**src/rtl/wpg_pkg.sv**
```systemverilog
package wpg_pkg;
   // status bit positions (a serial front end decodes these)
   localparam int unsigned SB_BUSY = 0;
   localparam int unsigned SB_WEL  = 1;
   localparam int unsigned SB_LVL0 = 2;
   localparam int unsigned SB_LVL1 = 3;
   localparam int unsigned SB_LOCK = 7;
   localparam int unsigned SB_W    = 8;

   typedef struct packed {
      logic       lock_en;
      logic [1:0] lvl;
   } nv_bits_t;

   function automatic nv_bits_t extract_nv(input logic [SB_W-1:0] d);
      nv_bits_t r;
      r.lock_en = d[SB_LOCK];
      r.lvl     = {d[SB_LVL1], d[SB_LVL0]};
      return r;
   endfunction
endpackage

```
**src/rtl/wpg_range_chk.sv**
```systemverilog
module wpg_range_chk #(
   parameter int unsigned ADDR_W = 15
) (
   input  logic [1:0]        lvl,
   input  logic [ADDR_W-1:0] addr,
   output logic              hit
);
   localparam int unsigned TOP = ADDR_W - 1;

   generate
      if (ADDR_W < 2) begin : g_bad_width
         $error("wpg_range_chk: ADDR_W must be at least 2");
      end
   endgenerate

   logic [1:0] quarter;
   assign quarter = addr[TOP -: 2];

   always_comb begin
      unique case (lvl)
         2'b00:   hit = 1'b0;
         2'b01:   hit = (quarter == 2'b11);
         2'b10:   hit = quarter[1];
         default: hit = 1'b1;
      endcase
   end
endmodule

```
**src/rtl/wpg_wel_latch.sv**
```systemverilog
module wpg_wel_latch (
   input  logic clk,
   input  logic rst_n,
   input  logic set_i,
   input  logic clr_i,
   output logic wel_q
);
   always_ff @(posedge clk or negedge rst_n) begin
      if (!rst_n)     wel_q <= 1'b0;
      else if (clr_i) wel_q <= 1'b0;
      else if (set_i) wel_q <= 1'b1;
   end


   clr_wins_chk: assert property (@(posedge clk) disable iff (!rst_n)
      clr_i |=> !wel_q);

   set_takes_chk: assert property (@(posedge clk) disable iff (!rst_n)
      (set_i && !clr_i) |=> wel_q);
endmodule

```
**src/rtl/wpg_nv_bits.sv**
```systemverilog
module wpg_nv_bits
   import wpg_pkg::*;
#(
   parameter logic [2:0] NV_RESET = 3'b000
) (
   input  logic     clk,
   input  logic     rst_n,
   input  logic     take_i,
   input  nv_bits_t din_i,
   input  logic     commit_i,
   output nv_bits_t nv_q
);
   nv_bits_t pend_val;
   logic     pend_q;

   always_ff @(posedge clk or negedge rst_n) begin
      if (!rst_n) begin
         nv_q     <= nv_bits_t'(NV_RESET);
         pend_val <= '0;
         pend_q   <= 1'b0;
      end else begin
         if (take_i) begin
            pend_val <= din_i;
            pend_q   <= 1'b1;
         end else if (commit_i) begin
            pend_q <= 1'b0;
            if (pend_q) nv_q <= pend_val;
         end
      end
   end


   nv_hold_chk: assert property (@(posedge clk) disable iff (!rst_n)
      !(commit_i && pend_q) |=> $stable(nv_q));
endmodule

```
**src/rtl/wpg_status_guard.sv**
```systemverilog
module wpg_status_guard
   import wpg_pkg::*;
#(
   parameter int unsigned ADDR_W   = 15,
   parameter logic [2:0]  NV_RESET = 3'b000
) (
   input  logic              clk,
   input  logic              rst_n,
   input  logic              lock_pin_n,
   input  logic              wel_set,
   input  logic              wel_clr,
   input  logic              arr_wr_req,
   input  logic [ADDR_W-1:0] arr_wr_addr,
   input  logic              sts_wr_req,
   input  logic [SB_W-1:0]   sts_wr_data,
   input  logic              eng_busy,
   input  logic              cyc_done,
   output logic [SB_W-1:0]   status_byte,
   output logic              arr_wr_grant,
   output logic              arr_wr_deny,
   output logic              sts_wr_grant,
   output logic              sts_wr_deny
);
   generate
      if (ADDR_W < 2 || ADDR_W > 32) begin : g_bad_addr
         $error("wpg_status_guard: ADDR_W out of range");
      end
   endgenerate

   nv_bits_t nv;
   logic     wel;
   logic     inflight_q;
   logic     busy_any;
   logic     hw_lock;
   logic     in_range;
   logic     finish;
   logic     wel_drop;

   assign busy_any = eng_busy | inflight_q;
   assign hw_lock  = !lock_pin_n && nv.lock_en;
   assign finish   = cyc_done && inflight_q;

   wpg_range_chk #(.ADDR_W(ADDR_W)) u_range (
      .lvl  (nv.lvl),
      .addr (arr_wr_addr),
      .hit  (in_range)
   );

   assign arr_wr_grant = arr_wr_req && wel && !busy_any && !in_range;
   assign arr_wr_deny  = arr_wr_req && !arr_wr_grant;
   assign sts_wr_grant = sts_wr_req && wel && !busy_any && !hw_lock;
   assign sts_wr_deny  = sts_wr_req && !sts_wr_grant;

   assign wel_drop = wel_clr || arr_wr_deny || sts_wr_deny || finish;

   wpg_wel_latch u_wel (
      .clk   (clk),
      .rst_n (rst_n),
      .set_i (wel_set),
      .clr_i (wel_drop),
      .wel_q (wel)
   );

   wpg_nv_bits #(.NV_RESET(NV_RESET)) u_nv (
      .clk      (clk),
      .rst_n    (rst_n),
      .take_i   (sts_wr_grant),
      .din_i    (extract_nv(sts_wr_data)),
      .commit_i (finish),
      .nv_q     (nv)
   );

   always_ff @(posedge clk or negedge rst_n) begin
      if (!rst_n)                             inflight_q <= 1'b0;
      else if (arr_wr_grant || sts_wr_grant)  inflight_q <= 1'b1;
      else if (cyc_done)                      inflight_q <= 1'b0;
   end

   always_comb begin
      status_byte = '0;
      if (busy_any) begin
         status_byte = '1;
      end else begin
         status_byte[SB_LOCK] = nv.lock_en;
         status_byte[SB_LVL1] = nv.lvl[1];
         status_byte[SB_LVL0] = nv.lvl[0];
         status_byte[SB_WEL]  = wel;
      end
   end


   busy_ff_chk: assert property (@(posedge clk) disable iff (!rst_n)
      eng_busy |-> (status_byte == 8'hFF));

   arr_one_answer_chk: assert property (@(posedge clk) disable iff (!rst_n)
      arr_wr_req |-> (arr_wr_grant != arr_wr_deny));

   all_locked_chk: assert property (@(posedge clk) disable iff (!rst_n)
      (arr_wr_req && nv.lvl == 2'b11) |-> !arr_wr_grant);

   hw_lock_chk: assert property (@(posedge clk) disable iff (!rst_n)
      (sts_wr_req && !lock_pin_n && nv.lock_en) |-> sts_wr_deny);

   deny_drops_chk: assert property (@(posedge clk) disable iff (!rst_n)
      (arr_wr_deny || sts_wr_deny) |=> !wel);

   busy_refuse_chk: assert property (@(posedge clk) disable iff (!rst_n)
      (eng_busy && (arr_wr_req || sts_wr_req)) |-> !(arr_wr_grant || sts_wr_grant));
endmodule

```
**config.mk**
```make
export PLATFORM = sky130hd
export DESIGN_NAME = wpg_status_guard
export DESIGN_NICKNAME = d
export VERILOG_FILES = /design/src/rtl/wpg_pkg.sv /design/src/rtl/wpg_range_chk.sv /design/src/rtl/wpg_wel_latch.sv /design/src/rtl/wpg_nv_bits.sv /design/src/rtl/wpg_status_guard.sv
export SDC_FILE = /design/constraint.sdc
export NUM_CORES = 1
export LEC_CHECK = 0
export ABC_AREA = 1
export BUFFER_PORTS_ARGS = -buffer_cell sky130_fd_sc_hd__buf_2
export CAP_MARGIN = 20
export CORE_UTILIZATION = 38
export CTS_BUF_LIST = sky130_fd_sc_hd__clkbuf_4 sky130_fd_sc_hd__clkbuf_8
export DETAILED_ROUTE_END_ITERATION = 8
export GPL_ROUTABILITY_DRIVEN = 0
export PLACE_DENSITY = 0.8
export SLEW_MARGIN = 0
export SYNTH_ARGS = -nofsm -noshare
export SYNTH_HDL_FRONTEND = slang
export SYNTH_HIERARCHICAL = 1
export SYNTH_SLANG_ARGS = --single-unit
```
**constraint.sdc**
```tcl
create_clock -name clk -period 1.5 [get_ports clk]
set_input_delay 0.075 -clock clk [delete_from_list [all_inputs] [get_ports clk]]
set_output_delay 0.075 -clock clk [all_outputs]
set_load 0.02 [all_outputs]
```
==> Word-level counts from Yosys, hierarchy flattened <==
Index checks and enable logic that the tools add are counted.
{ "totals": {"regBits": 9} }
{ "op_classes": {"bitwise": 2, "reduce_logical": 25, "eq_ne": 3, "muxes": 11} }
{ "op_table": {"columns": ["operator", "count"], "rows": [
  ["$logic_and 1x1->1", 10],
  ["$mux 1", 8],
  ["$logic_not 1->1", 6],
  ["$mux 3", 2],
  ["$reduce_bool 2->1", 3],
  ["$eq 2x2->1 const B", 2],
  ["$logic_or 1x1->1", 4],
  ["$pmux 1 s3", 1],
  ["$reduce_and 3->1", 1],
  ["$eq 2x1->1 const B", 1],
  ["$logic_not 2->1", 1],
  ["$not 1->1", 1],
  ["$or 1x1->1", 1]
]} }

==> Longest topological paths before layout <==
{ "logic_depth": {"ltp_word": 10, "depth_mapped": 8, "ltp_nobuf": 8} }

==> By module <==
Netlist, hierarchy kept.
{ "modules_own_cells": {"columns": ["mod", "cells_per_inst", "n_inst", "area_per_inst_um2"], "rows": [
  ["wpg_nv_bits", 29, 1, 272.8],
  ["wpg_status_guard", 33, 1, 193.9],
  ["wpg_wel_latch", 3, 1, 32.5],
  ["wpg_range_chk", 3, 1, 13.8]
]} }

==> Worst setup path after synthesis <==
Ideal clock, no wire load.
{ "synth_path": {"path_type": "register to register", "start": "register inflight_q", "end": "register u_nv/nv_q[0] in the netlist's numbering", "arrival_time_ns": 1.046, "t_required_ns": 1.383, "synth_period_minus_slack_ns": 1.163, "setup_time_ns": 0.117, "n_path_buf": 0, "stages_incl_launch_ff": 7, "setup_slack_ns": 0.337, "path_cell_list": "dfrtp_1 > nor2_2 > nand3_2 > inv_1 > inv_2 > nand4_1 > nand2_1"} }
{ "synth_between": {"elab_chain_cells": 6, "elab_cells_between_ends": 7} }
{ "synth_lines": {"columns": ["element", "line", "rtl"], "rows": [
  ["from (decl)", "wpg_status_guard.sv:32", "logic inflight_q;"],
  ["from (signal assigned)", "wpg_status_guard.sv:74", "if (!rst_n) inflight_q <= 1'b0;"],
  ["from (signal assigned)", "wpg_status_guard.sv:75", "else if (arr_wr_grant || sts_wr_grant) inflight_q <= 1'b1;"],
  ["from (signal assigned)", "wpg_status_guard.sv:76", "else if (cyc_done) inflight_q <= 1'b0;"],
  ["$or 1x1->1", "wpg_status_guard.sv:39", "assign busy_any = eng_busy | inflight_q;"],
  ["$logic_not 1->1", "wpg_status_guard.sv:51", "assign sts_wr_grant = sts_wr_req && wel && !busy_any && !hw_lock;"],
  ["$logic_and 1x1->1 (2 in series)", "wpg_status_guard.sv:51", null],
  ["via sts_wr_grant", "wpg_status_guard.sv:21", "output logic sts_wr_grant,"],
  ["$not 1->1 (no source line)", null, null],
  ["$reduce_and 3->1 (no source line)", null, null],
  ["to (signal assigned)", "wpg_nv_bits.sv:18", "nv_q <= nv_bits_t'(NV_RESET);"],
  ["to (signal assigned)", "wpg_nv_bits.sv:27", "if (pend_q) nv_q <= pend_val;"],
  ["to (decl)", "wpg_nv_bits.sv:11", "output nv_bits_t nv_q"]
]} }
The timed path passes the listed nets, and every way through them passes these cells.
A chain may end at the register's enable or synchronous reset.

==> Final worst setup path <==
{ "layout_path": {"start": "register u_nv/nv_q[0] in the netlist's numbering", "end": "output arr_wr_deny"} }
{ "layout_between": {"elab_chain_cells": 6, "elab_cells_between_ends": 8} }
{ "layout_lines": {"columns": ["element", "line", "rtl"], "rows": [
  ["$eq 2x2->1 (tied with other cells)", "wpg_range_chk.sv:20", "unique case (lvl)"],
  ["$pmux 1 s3 (*)", "wpg_range_chk.sv:20", null],
  ["via in_range", "wpg_status_guard.sv:35", "logic in_range;"],
  ["$logic_not 1->1 (*)", "wpg_status_guard.sv:49", "assign arr_wr_grant = arr_wr_req && wel && !busy_any && !in_range;"],
  ["$logic_and 1x1->1 (*)", "wpg_status_guard.sv:49", null],
  ["$logic_not 1->1 (*)", "wpg_status_guard.sv:50", "assign arr_wr_deny = arr_wr_req && !arr_wr_grant;"],
  ["$logic_and 1x1->1 (*)", "wpg_status_guard.sv:50", null],
  ["to (decl)", "wpg_status_guard.sv:20", "output logic arr_wr_deny,"]
]} }
The timed path passes the listed nets; every way through them passes the cells marked *.

==> results.toml <==
[worst_setup_path]
max_stage_delay_ns = 0.40
crit_family = "flip-flops"
worst_ep_arrival_time_ns = 1.33
critical_path_class = "reg -> out"
worst_path_max_delay_cell = "dfrtp_1"
crit_chain = "o21ai_1, nand2_1, inv_1, nand2_1, o21ai_2, inv_1, buf_2"
path_max_fanout = 4
critPathBufInv = 3
worst_setup_path_start_kind = "flop"
cp.required_ns = 1.42
end_kind = "primary output"

[logic_synthesis]
synth_top_cells_by_count = "21 x nand2_1, 10 x inv_1, 9 x dfrtp_1"
async_reset_ff_frac = 1.000
synthCells = 68
synth_top_cell_by_area = "dfrtp_1"
syn_nets = 100
synth_ff_type = "dfrtp_1"
avgSynthCellArea_um2 = 7.544
synthMostInstantiatedCell = "nand2_1"
synth-edff-count = 0
netlist_top_cells_area = "dfrtp_1 44%, nand2_1 15%, inv_1 7.3%"
ys_types = 16
yosysTopAreaCellShare = 0.4390
syn_area_um2 = 513.0
yosys_warnings = 6
ys_ff_latch = 9
yosysSeqAreaShare = 0.4390

[sta]
slew_headroom = 0.8658
tns_ns = 0
setup_viol = 0
final_max_slew_viol_count = 0
skew_ns = 0.001043
grt_setup_unrepaired = "no"
period_needed_ns = 1.408
worstMarginPinSlew_ns = 0.2012
timing.fmax_ghz = 0.7103
finalHoldViolCount = 0
fin_crit_sh = 0.9386

[clock_tree]
ctsRootBufferMaster = "clkbuf_4"
cts_made_buffers = 3
cts_tree = "done"
htreeDepth = 1
clock_latency_ns = 0.25
clock-sinks = 9
cts_resized = 0
clk_pin_slew_ns = 0.06
max-clock-path-buffers = 2

[pwr]
seqPwrFrac = 0.469
sw_frac_of_total = 0.3080
intPower_mw = 0.4702
p_clk_frac = 0.298
vdd_drop_max_uv = 596.9
power.switching_mw = 0.2093
p_leak_nw = 0.4172
p_comb_frac = 0.234
powerDensity_nw_per_um2 = 1010

[drt]
ant_nets = 0
drt_iter0_drc = 5
via_per_inst = 4.642
firstDrtPassIters = 4
wl_um = 1017
drc = 0
drt-wirelength-per-cell_um = 9.330
via_count = 506

[floorplanning]
dieArea_um2 = 1501
core-area_um2 = 1186
pin_count = 44
die-height_um = 38.74
die_x_um = 38.74
rows = 12
initial_core_util = 0.4325

[cells_and_area]
num-fill-cells = 114
drive_gt1_frac = 0.3895
postLayoutCoreUtil = 0.5675
syn2layout_area_growth_pct = 31.22
nets = 128
diodes = 0

[run_status]
status = "completed"

[global_routing]
grt_max_degree = 10
antenna_found_initial = 0
grt_pass1_vias = 365
grt_pass1_wl_um = 1490
overflow = 0
gr-usage-all-layers = 0.1535

[min_path]
hold_class = "in -> reg"

[place]
hpwl_um = 757.5
io_buffers = 25

[job]
cap_violations = 0
## area by class of cell
type / count / area, µm² / area share
flip-flops and latches: 9 / 225.2 / 0.3346
inverters: 12 / 45.04 / 0.06691
well taps: 14 / 17.52 / 0.02602
repair buffers: 27 / 142.6 / 0.2119
multi-input cells: 43 / 212.7 / 0.3160
clock buffers: 4 / 30.03 / 0.04461
## layout by cell type (no fill, tap or decap)
| cell type | count |
|---|---|
| buf_4 | 1 |
| dfrtp_1 | 9 |
| nand4_1 | 4 |
| o21ai_2 | 1 |
| or2_1 | 4 |
| nand3_1 | 3 |
| or2_0 | 1 |
| nand3_2 | 2 |
| nand2_1 | 21 |
| inv_1 | 10 |
| buf_2 | 25 |
| nor2_2 | 1 |
| inv_2 | 2 |
| nand2_2 | 1 |
| nor2_1 | 3 |
| o21ai_1 | 1 |
| dlygate4sd3_1 | 1 |
| clkbuf_4 | 4 |
| o21ai_0 | 1 |
## flip-flops by register name, indices dropped and copies added, names as in the netlist
register / flops
u_nv/pend_q: 1
u_nv/pend_val: 3
u_wel/wel_q: 1
inflight_q: 1
u_nv/nv_q: 3
## logic make-up after synthesis
| family | after synthesis | synth area share |
|---|---|---|
| buf+inv | 16 | 0.1464 |
| compound gates | 3 | 0.03657 |
| flops | 9 | 0.4390 |
| simple gates | 40 | 0.3781 |
## stage by stage
stage | hold WS [ns] | instance area (µm²) | setup slack, ns | instances | total power, mW
floorplan | -0.2206 | 513.0 | 0.3368 | 68 | 0.4222
CTS | 0.004124 | 665.6 | 0.06922 | 108 | 0.6852
detailed placement | -0.06447 | 625.6 | 0.3487 | 103 | 0.4734
global placement | -0.06696 | 625.6 | 0.3670 | 103 | 0.4670
finish | 0.01427 | 673.1 | 0.09212 | 109 | 0.6796
global route | 0.01057 | 673.1 | 0.005837 | 109 | 0.7280
## what timing repair did
action | in CTS | in global routing
setup buffers | 0 | 1
endpoints found under the hold margin | 9 | 0
hold buffers | 1 | 0
endpoints found under the setup margin | 0 | 1
## power groups by stage
stage | clock (mW) | sequential (mW) | combinational (mW)
2_1_floorplan | 0 | 0.314 | 0.108
3_3_place_gp | 0 | 0.319 | 0.148
3_5_place_dp | 0 | 0.322 | 0.151
4_1_cts | 0.213 | 0.318 | 0.154
5_1_grt | 0.226 | 0.323 | 0.180
6_report | 0.202 | 0.318 | 0.159
## worst register-to-register path, delay by kind of cell (launching register included)
kind	cells	cell delay (ns)
simple gates	5	0.37
buf+inv	3	0.28
flops	1	0.42
## per-layer routing
| layer | global-route usage | routed length (µm) | vias up |
|---|---|---|---|
| met5 | 0 | 0 | - |
| met4 | 0.1034 | 7 | 0 |
| met3 | 0.01734 | 71 | 2 |
| met2 | 0.2458 | 471 | 24 |
| met1 | 0.1912 | 466 | 218 |
| li1 | - | - | 262 |
## final timing paths
kind | startpoint | end | slack, ns | cells after the start
max | u_nv/nv_q[0] | arr_wr_deny | 0.09 | 7
min | sts_wr_data[3] | u_nv/pend_val[1] | 0.01 | 3
max reg2reg | u_wel/wel_q | u_nv/nv_q[2] | 0.32 | 8
min reg2reg | u_nv/pend_val[0] | u_nv/pend_val[0] | 0.48 | 2
max in group asynchronous | rst_n | u_nv/pend_q | 1.14 | 2
min in group asynchronous | rst_n | u_nv/pend_val[2] | 0.19 | 2
Note: power is estimated with default switching activity, not from simulation.
